===== src/rtl/wdt_pkg.sv =====
package wdt_pkg;
  localparam int DATA_W = 32;
  localparam int PRE_W  = 8;
  localparam int SEL_W  = 2;

  typedef enum logic [1:0] {
    REG_CTRL   = 2'd0,
    REG_RELOAD = 2'd1,
    REG_COUNT  = 2'd2,
    REG_ICLR   = 2'd3
  } reg_sel_e;

  typedef struct packed {
    logic [PRE_W-1:0] pre;
    logic             run;
    logic [SEL_W-1:0] div_sel;
    logic             irq_en;
    logic             rst_en;
  } ctrl_t;

  localparam ctrl_t CTRL_RST = '{pre: 8'h80, run: 1'b1, div_sel: 2'd3,
                                 irq_en: 1'b0, rst_en: 1'b1};

  function automatic logic [DATA_W-1:0] ctrl_pack(ctrl_t c);
    logic [DATA_W-1:0] w;
    w        = '0;
    w[15:8]  = c.pre;
    w[5]     = c.run;
    w[4:3]   = c.div_sel;
    w[2]     = c.irq_en;
    w[0]     = c.rst_en;
    return w;
  endfunction

  function automatic ctrl_t ctrl_unpack(logic [DATA_W-1:0] w);
    ctrl_t c;
    c.pre     = w[15:8];
    c.run     = w[5];
    c.div_sel = w[4:3];
    c.irq_en  = w[2];
    c.rst_en  = w[0];
    return c;
  endfunction
endpackage


===== src/rtl/wdt_regs.sv =====
module wdt_regs
  import wdt_pkg::*;
#(
  parameter int CNT_W      = 16,
  parameter int RELOAD_RST = 16'h8000
) (
  input  logic              clk,
  input  logic              rst_n,
  input  logic [3:0]        addr,
  input  logic              wr_en,
  input  logic              rd_en,
  input  logic [DATA_W-1:0] wdata,
  input  logic [CNT_W-1:0]  cnt_val,
  output logic [DATA_W-1:0] rdata,
  output ctrl_t             ctrl,
  output logic [CNT_W-1:0]  reload,
  output logic              ctrl_wr,
  output logic              cnt_wr,
  output logic [CNT_W-1:0]  cnt_wdata,
  output logic              irq_clr
);
  reg_sel_e          sel;
  ctrl_t             ctrl_q, ctrl_d;
  logic [CNT_W-1:0]  reload_q, reload_d;
  logic [DATA_W-1:0] rdata_q, rdata_d, rd_word;

  always_comb begin
    sel       = reg_sel_e'(addr[3:2]);
    ctrl_wr   = wr_en && (sel == REG_CTRL);
    cnt_wr    = wr_en && (sel == REG_COUNT);
    irq_clr   = wr_en && (sel == REG_ICLR) && wdata[0];
    cnt_wdata = wdata[CNT_W-1:0];
    ctrl_d    = ctrl_q;
    reload_d  = reload_q;
    if (ctrl_wr) ctrl_d = ctrl_unpack(wdata);
    if (wr_en && (sel == REG_RELOAD)) reload_d = wdata[CNT_W-1:0];
    case (sel)
      REG_CTRL:   rd_word = ctrl_pack(ctrl_q);
      REG_RELOAD: rd_word = DATA_W'(reload_q);
      REG_COUNT:  rd_word = DATA_W'(cnt_val);
      default:    rd_word = '0;
    endcase
    rdata_d = rd_en ? rd_word : rdata_q;
  end

  always_ff @(posedge clk or negedge rst_n) begin
    if (!rst_n) begin
      ctrl_q   <= CTRL_RST;
      reload_q <= CNT_W'(RELOAD_RST);
      rdata_q  <= '0;
    end else begin
      ctrl_q   <= ctrl_d;
      reload_q <= reload_d;
      rdata_q  <= rdata_d;
    end
  end

  assign ctrl   = ctrl_q;
  assign reload = reload_q;
  assign rdata  = rdata_q;

  p_ctrl_load_r2: assert property (@(posedge clk) disable iff (!rst_n)
    ctrl_wr |=> ctrl_pack(ctrl) == ($past(wdata) & 32'h0000_FF3D));
endmodule


===== src/rtl/wdt_tick.sv =====
module wdt_tick #(
  parameter int PRE_W    = 8,
  parameter int SEL_W    = 2,
  parameter int BASE_LOG = 4
) (
  input  logic             clk,
  input  logic             rst_n,
  input  logic             run,
  input  logic [PRE_W-1:0] pre,
  input  logic [SEL_W-1:0] div_sel,
  input  logic             restart,
  output logic             tick
);
  localparam int NSEL  = 1 << SEL_W;
  localparam int DIV_W = BASE_LOG + NSEL - 1;

  logic [PRE_W-1:0] pre_q, pre_d;
  logic [DIV_W-1:0] div_q, div_d;
  logic [DIV_W-1:0] last_tab [NSEL];
  logic             pre_wrap, div_wrap;

  for (genvar g = 0; g < NSEL; g++) begin : g_last
    assign last_tab[g] = DIV_W'((1 << (BASE_LOG + g)) - 1);
  end

  always_comb begin
    pre_wrap = (pre_q == pre);
    div_wrap = (div_q == last_tab[div_sel]);
    tick     = run && pre_wrap && div_wrap && !restart;
    pre_d    = pre_q;
    div_d    = div_q;
    if (restart) begin
      pre_d = '0;
      div_d = '0;
    end else if (run) begin
      if (pre_wrap) begin
        pre_d = '0;
        div_d = div_wrap ? '0 : div_q + 1'b1;
      end else begin
        pre_d = pre_q + 1'b1;
      end
    end
  end

  always_ff @(posedge clk or negedge rst_n) begin
    if (!rst_n) begin
      pre_q <= '0;
      div_q <= '0;
    end else begin
      pre_q <= pre_d;
      div_q <= div_d;
    end
  end

  p_phase_restart_r9: assert property (@(posedge clk) disable iff (!rst_n)
    restart |=> !tick);
endmodule


===== src/rtl/wdt_count.sv =====
module wdt_count #(
  parameter int CNT_W     = 16,
  parameter int RST_PULSE = 128,
  parameter int INIT      = 16'h8000
) (
  input  logic             clk,
  input  logic             rst_n,
  input  logic             tick,
  input  logic             cnt_wr,
  input  logic [CNT_W-1:0] cnt_wdata,
  input  logic [CNT_W-1:0] reload,
  input  logic             irq_en,
  input  logic             rst_en,
  input  logic             irq_clr,
  output logic [CNT_W-1:0] cnt,
  output logic             irq,
  output logic             rst_req
);
  localparam int RT_W = $clog2(RST_PULSE + 1);

  logic [CNT_W-1:0] cnt_q, cnt_d;
  logic             irq_q, irq_d;
  logic [RT_W-1:0]  rt_q, rt_d;
  logic             expire;

  always_comb begin
    expire = tick && !cnt_wr && (cnt_q == '0);
    cnt_d  = cnt_q;
    if (cnt_wr)                 cnt_d = cnt_wdata;
    else if (tick && cnt_q != 0) cnt_d = cnt_q - 1'b1;
    else if (tick)               cnt_d = reload;
    irq_d = irq_q;
    if (expire && irq_en) irq_d = 1'b1;
    else if (irq_clr)     irq_d = 1'b0;
    rt_d = rt_q;
    if (expire && rst_en) rt_d = RT_W'(RST_PULSE);
    else if (rt_q != '0)  rt_d = rt_q - 1'b1;
  end

  always_ff @(posedge clk or negedge rst_n) begin
    if (!rst_n) begin
      cnt_q <= CNT_W'(INIT);
      irq_q <= 1'b0;
      rt_q  <= '0;
    end else begin
      cnt_q <= cnt_d;
      irq_q <= irq_d;
      rt_q  <= rt_d;
    end
  end

  assign cnt     = cnt_q;
  assign irq     = irq_q;
  assign rst_req = (rt_q != '0);

  // Checker counter: length of the current reset-request pulse.
  logic [15:0] hi_len;
  always_ff @(posedge clk or negedge rst_n) begin
    if (!rst_n)             hi_len <= '0;
    else if (!rst_req)      hi_len <= '0;
    else if (hi_len != '1)  hi_len <= hi_len + 1'b1;
  end

  p_dec_one_r3: assert property (@(posedge clk) disable iff (!rst_n)
    (tick && !cnt_wr && cnt != 0) |=> cnt == $past(cnt) - 1'b1);
  p_reload_r4: assert property (@(posedge clk) disable iff (!rst_n)
    (tick && !cnt_wr && cnt == 0) |=> cnt == $past(reload));
  p_irq_hold_r5: assert property (@(posedge clk) disable iff (!rst_n)
    (irq && !irq_clr) |=> irq);
  p_rst_len_r6: assert property (@(posedge clk) disable iff (!rst_n)
    $fell(rst_req) |-> hi_len >= 16'(RST_PULSE));
  p_direct_load_r7: assert property (@(posedge clk) disable iff (!rst_n)
    cnt_wr |=> cnt == $past(cnt_wdata));
endmodule


===== src/rtl/tick_watchdog.sv =====
module tick_watchdog
  import wdt_pkg::*;
#(
  parameter int CNT_W     = 16,
  parameter int BASE_LOG  = 4,
  parameter int RST_PULSE = 128,
  parameter int INIT_VAL  = 16'h8000
) (
  input  logic              clk,
  input  logic              rst_n,
  input  logic [3:0]        bus_addr,
  input  logic              bus_wr,
  input  logic              bus_rd,
  input  logic [DATA_W-1:0] bus_wdata,
  output logic [DATA_W-1:0] bus_rdata,
  output logic              irq_o,
  output logic              rst_req_o
);
  logic [1:0]       rst_sync;
  logic             rst_n_i;
  ctrl_t            ctrl;
  logic [CNT_W-1:0] reload, cnt, cnt_wdata;
  logic             ctrl_wr, cnt_wr, irq_clr, tick;

  always_ff @(posedge clk or negedge rst_n) begin
    if (!rst_n) rst_sync <= '0;
    else        rst_sync <= {rst_sync[0], 1'b1};
  end
  assign rst_n_i = rst_sync[1];

  wdt_regs #(.CNT_W(CNT_W), .RELOAD_RST(INIT_VAL)) u_regs (
    .clk(clk), .rst_n(rst_n_i), .addr(bus_addr), .wr_en(bus_wr),
    .rd_en(bus_rd), .wdata(bus_wdata), .cnt_val(cnt), .rdata(bus_rdata),
    .ctrl(ctrl), .reload(reload), .ctrl_wr(ctrl_wr), .cnt_wr(cnt_wr),
    .cnt_wdata(cnt_wdata), .irq_clr(irq_clr)
  );

  wdt_tick #(.PRE_W(PRE_W), .SEL_W(SEL_W), .BASE_LOG(BASE_LOG)) u_tick (
    .clk(clk), .rst_n(rst_n_i), .run(ctrl.run), .pre(ctrl.pre),
    .div_sel(ctrl.div_sel), .restart(ctrl_wr), .tick(tick)
  );

  wdt_count #(.CNT_W(CNT_W), .RST_PULSE(RST_PULSE), .INIT(INIT_VAL)) u_count (
    .clk(clk), .rst_n(rst_n_i), .tick(tick), .cnt_wr(cnt_wr),
    .cnt_wdata(cnt_wdata), .reload(reload), .irq_en(ctrl.irq_en),
    .rst_en(ctrl.rst_en), .irq_clr(irq_clr), .cnt(cnt), .irq(irq_o),
    .rst_req(rst_req_o)
  );

  p_frozen_r8: assert property (@(posedge clk) disable iff (!rst_n_i)
    (!ctrl.run && !cnt_wr) |=> $stable(cnt));
  p_no_expiry_stopped_r8: assert property (@(posedge clk) disable iff (!rst_n_i)
    (!ctrl.run && !irq_o) |=> !irq_o);
endmodule


===== config.mk =====
export PLATFORM = sky130hd
export DESIGN_NAME = tick_watchdog
export DESIGN_NICKNAME = d
export VERILOG_FILES = /design/src/rtl/wdt_pkg.sv /design/src/rtl/wdt_regs.sv /design/src/rtl/wdt_tick.sv /design/src/rtl/wdt_count.sv /design/src/rtl/tick_watchdog.sv
export SDC_FILE = /design/constraint.sdc
export NUM_CORES = 1
export LEC_CHECK = 0
export BUFFER_PORTS_ARGS = -buffer_cell sky130_fd_sc_hd__buf_4
export CAP_MARGIN = 10
export CORE_MARGIN = 5
export CORE_UTILIZATION = 54
export CTS_BUF_LIST = sky130_fd_sc_hd__clkbuf_8
export DETAILED_ROUTE_END_ITERATION = 10
export PLACE_DENSITY = 0.75
export SETUP_SLACK_MARGIN = 0.02
export SKIP_CTS_REPAIR_TIMING = 1
export SLEW_MARGIN = 20
export SYNTH_ARGS = -nofsm -noshare
export SYNTH_HDL_FRONTEND = slang
export SYNTH_SLANG_ARGS = --single-unit

===== constraint.sdc =====
create_clock -name clk -period 2.65 [get_ports clk]
set_input_delay 0.1325 -clock clk [delete_from_list [all_inputs] [get_ports clk]]
set_output_delay 0.1325 -clock clk [all_outputs]
set_load 0.02 [all_outputs]

Word level (Yosys, flattened, before mapping):

Index checks and enable logic that the tools add are counted.
W data, S select, Z words.

* register bits after elaboration: 103
* bits in latches: 0
* bits in writable memories: 0
* bits in read-only memories: 0
* input bits: 40
* output and inout port bits: 34
* word-level logic and storage cells: 67
* memories: 0

* add/subtract/negate cells: 4
* multiply operators: 0
* divide/modulo/power cells: 0
* order comparisons: 1
* equal/unequal tests: 5
* shift operators: 0
* muxes and demuxes: 18
* bitwise gates (word level): 1
* reduce and logical (&&, ||, !) cells: 25

Operators by type and width (count)
* $mux W16: 3
* $pmux W16 S3: 1
* $mux W7: 6
* $mux W8: 5
* $logic_not A16 Y1: 1
* $reduce_bool A16 Y1: 1
* $sub A16 B1 Y16 const B: 1
* $bmux W7 S2: 1
* $logic_and A1 B1 Y1: 13
* $add A8 B1 Y8 const B: 1
* $eq A8 B8 Y1: 1
* $reduce_bool A2 Y1: 4
* $reduce_bool A8 Y1: 1
* $sub A8 B1 Y8 const B: 1
* $add A7 B1 Y7 const B: 1
* $eq A7 B7 Y1: 1
* $eq A2 B2 Y1 const B: 2
* $ge A3 B3 Y1 const B: 1
* $not A2 Y3: 1
* $reduce_bool A3 Y1: 1
* $eq A2 B1 Y1 const B: 1
* $logic_not A1 Y1: 2
* $logic_not A2 Y1: 1
* $mux W1: 2
* $reduce_and A2 Y1: 1

Longest topological paths before layout:

* depth in word-level cells: 11
* depth in mapped cells: 8
* depth with buffers taken out: 8

Hierarchy:

Synthesis repeated with hierarchy kept, for this count alone.

* cells, all modules: 490
* area, all modules: 5033.6 um2

Modules (own cells, without submodules)
* wdt_regs: times used 1, cells an instance 192, area an instance 2376.0 um2, sequential area each 1133.6 um2
* wdt_count: times used 1, cells an instance 197, area an instance 1665.3 um2, sequential area each 626.9 um2
* wdt_tick: times used 1, cells an instance 98, area an instance 938.4 um2, sequential area each 375.4 um2
* tick_watchdog: times used 1, cells an instance 3, area an instance 53.8 um2, sequential area each 50.0 um2

Worst setup path before layout:

No wires, ideal clock.

* path type: reg2reg
* start point: reg u_count.rt_q[0]
* end point: reg u_count.rt_q[7]
* setup time: 0.124 ns
* arrival: 1.954 ns
* slack: 0.572 ns
* cell stages (with the launch flop): 9
* buffers on the path: 0
* clock period less this slack: 2.078 ns
* cell sequence: dfrtp_1 inv_1 ha_1 or3b_2 nor3_2 inv_1 nand3_1 xor2_1 o21ai_1

RTL lines
* start: declaration: line wdt_count.sv:23 `logic [RT_W-1:0] rt_q, rt_d;`
* start signal: assignment: line wdt_count.sv:48 `rt_q <= rt_d;`
* $reduce_bool A8 Y1
* net rst_req_o: line tick_watchdog.sv:17 `output logic rst_req_o`
* $reduce_bool A2 Y1 (no line)

The timed path passes the listed nets, and every way through them passes these cells. The select of a mux whose other input is x is not followed.
A chain may end at the register's enable or synchronous reset.

Worst setup path in the final report:

* start point: reg u_count.rt_q[0]
* end point: out rst_req_o

* longest elaborated chain between the ends: 1

RTL lines
* $reduce_bool A8 Y1: line wdt_count.sv:54 `assign rst_req = (rt_q != '0);`
* end: declaration: line tick_watchdog.sv:17

Every way passes these cells.

==> impl_results.md <==
- Maximum VDD drop: 0.386 mV
- Net Sw Frac: 32.8%
- Post-Syn Area: approximately 5000 µm²
- Post-synth EDFFs: 0
- Synth-to-Final Area Change: 12.3%
- Clock power share: 26.7%
- Hold Path Class: in2reg
- Unique cell type count in the Yosys netlist: 62
- Post-synth ARST share: 100%
- Syn_area_per_cell: 9.44 µm²
- Antenna Nets Post-Route: 0
- Hold depth: 3
- Final setup fails: 0
- Seq pwr share: between 50% and 60%
- Reg2Reg Launch Point: u_regs.ctrl[2]
- Outcome: finished clean
- Setup crit end kind: primary output
- DRT iter0 DRCs: approximately 240
- CTS buffer count: 9
- Ant diodes: 0
- Leak: 2.44 nW
- R2R cell count: 6
- Area post-placement: 5160 µm²
- Placed insts: 645
- Via count: a little under 4000
- Final non-filler cell total: slightly below 700
- Detailed Route WL: 11200 µm
- Critical Path Start Type: flip-flop
- Share of the synthesized area in the top cell type: 40.9%
- Root buffer cell: clkbuf_8
- Die W: 105 µm
- Setup_tns: 0 ps
- Worst Path Required: 2520 ps
- Final core occ: 62.8%
- CTS tree: built
- # DRC: 0
- Yosys top cell by area: dfrtp_1
- H-tree Lvls: 3
- Tot GR Track Use: 20.4%
- Period utilization: between 80% and 90%
- Max-slew headroom: 43.4%
- Grt total ovfl: 0
- Chip Height: 105 µm
- WHS: 3.76 ps
- Vias in the first global route: 3748
- RD Place Congestion: 0.855
- 1st-pass router iterations: 4
- Row Count: 34
- Die area: 11100 µm²
- Ranking of synthesized cells by area: dfrtp_1, nand2_1, nor2_1
- Fin. Hold Viols: 0
- Sequential share of the synthesized area: between 40% and 50%
- Gate Count Post-Synth: 519
- Worst reg2reg endpoint: u_count.rt_q[0]
- Clock tree buffer depth: 2
- Post-Route Skew: 16.6 ps
- Initial Util: a little under three fifths
- Post-synth top cells: dfrtp_1, nand2_1, nor2_1, a21oi_1, nand3_1
- Max frequency: 0.420 GHz
- Syn. warnings: 0
- Setup Slack @ Placement: 304 ps
- Fin crit period: 2380 ps
- Worst skew pair latency: around 360 ps
- Cell area after layout: 5500 µm²
- P_int: around 2.3 mW
- Pwr Density: 633 nW/µm²
- Core area: between 8000 and 9000 µm²
- CP max FO: 6
- Switching power: 1.14 mW
- # IOs: 74
- Antenna violations before repair: 0
- Arrival @ worst endpoint: between 2000 and 2500 ps
- Final max-slew violation count: 0
- Max-Cap Viols: 0
- I/O Buffers: 39
- Largest net degree at the start of global routing: 84
- Drt wl/cell: between 15 and 20 µm
- Clk slew on worst S/H paths: about 80 ps
- Sink Count: just under 90
- RSZ-0062 raised after global routing: false
- Hold_sp: bus_wdata[4]
- Comb pwr share: 22.5%
- Final Power: 3.49 mW
- Setup WS post-layout: between 200 and 300 ps
- First-pass GRT wire length: roughly 19000 µm
- Worst slew pin tran: about 850 ps
- Synth Register Bits: 87
- Share of cells above drive strength 1: 19.5%
- R2R Setup Slk: 300 ps
- Dpl hpwl: 7610 µm
- Crit path kind: reg2out
- Count leader, synth: dfrtp_1
- Top FF cell, synth: dfrtp_1
- Nets: around 610
- Post-DR vias/cell: 5.87
- WHS Endpoint: u_regs.ctrl[3]
layout make-up:
class	count	area, µm²
clock buffer	10	138
clock inverter	6	61.3
fill	745	3260
inverter	13	48.8
multi-input combinational	389	2430
sequential	87	2190
tap	108	135
timing repair buffer	60	498
cell families after synthesis:
group,count (synthesis),synth area share (%)
muxes,34,7.43
buffers and inverters,58,7.05
AOI/OAI and AO/OA,110,14.3
xor gates and xnor gates,23,4.11
DFF,87,44.6
and+or+nand+nor,200,21.1
adders and majority gates,5,1.28
other,2,0.153
worst max-delay path, cell delays in order (launching register included):
cell	delay [ps]
dfrtp_1	400
inv_1	90
ha_1	180
or3b_2	500
nor3_2	370
inv_1	150
buf_4	190
how the worst max path moves through the flow:
stage,start,to,slack (ps),depth (start not counted)
detailed placement,u_regs.ctrl[2],u_count.rt_q[0],300,6
floorplan,rst_sync[1],u_count.cnt[0],60,0
global route,u_regs.ctrl[2],u_count.rt_q[2],40,6
finish,u_count.rt_q[0],rst_req_o,270,6
global placement,u_regs.ctrl[2],u_count.rt_q[3],380,6
CTS,u_count.rt_q[0],rst_req_o,240,6
cells in the final DEF (no fill, tap or decap), types with 15 or more instances in the layout:
master and n:
dfrtp_1 79, nand2_1 64, nor2_1 58, buf_4 48, a21oi_1 43, nand3_1 25
mux2_2 19, o21ai_0 17, conb_1 17, inv_1 15, xor2_1 15, mux2i_1 15
power groups by stage:
stage / clock (mW) / sequential [mW] / combinational [mW]
floorplan: 0 / 1.77 / 0.566
global placement: 0 / 1.80 / 0.725
detailed placement: 0 / 1.81 / 0.751
CTS: 0.951 / 1.78 / 0.756
global route: 1.02 / 1.80 / 0.877
finish: 0.929 / 1.77 / 0.785
routing by layer:
metal | vias to the layer above | part of all wire (%) | GRT usage, %
met5 | - | 0 | 0
met4 | 0 | 2.0 | 6.03
met3 | 19 | 5.5 | 3.67
met2 | 112 | 49 | 33.3
met1 | 1937 | 43 | 27.8
li1 | 1883 | - | -
state kept, by name, summed over array words and instances, names as in the netlist:
name / cells
rst_sync: 2
u_count.cnt: 16
u_count.irq: 1
u_count.rt_q: 8
u_regs.ctrl: 13
u_regs.rdata: 16
u_regs.reload: 16
u_tick.div_q: 7
u_tick.pre_q: 8
No activity file was read; power rests on OpenSTA's default activity.
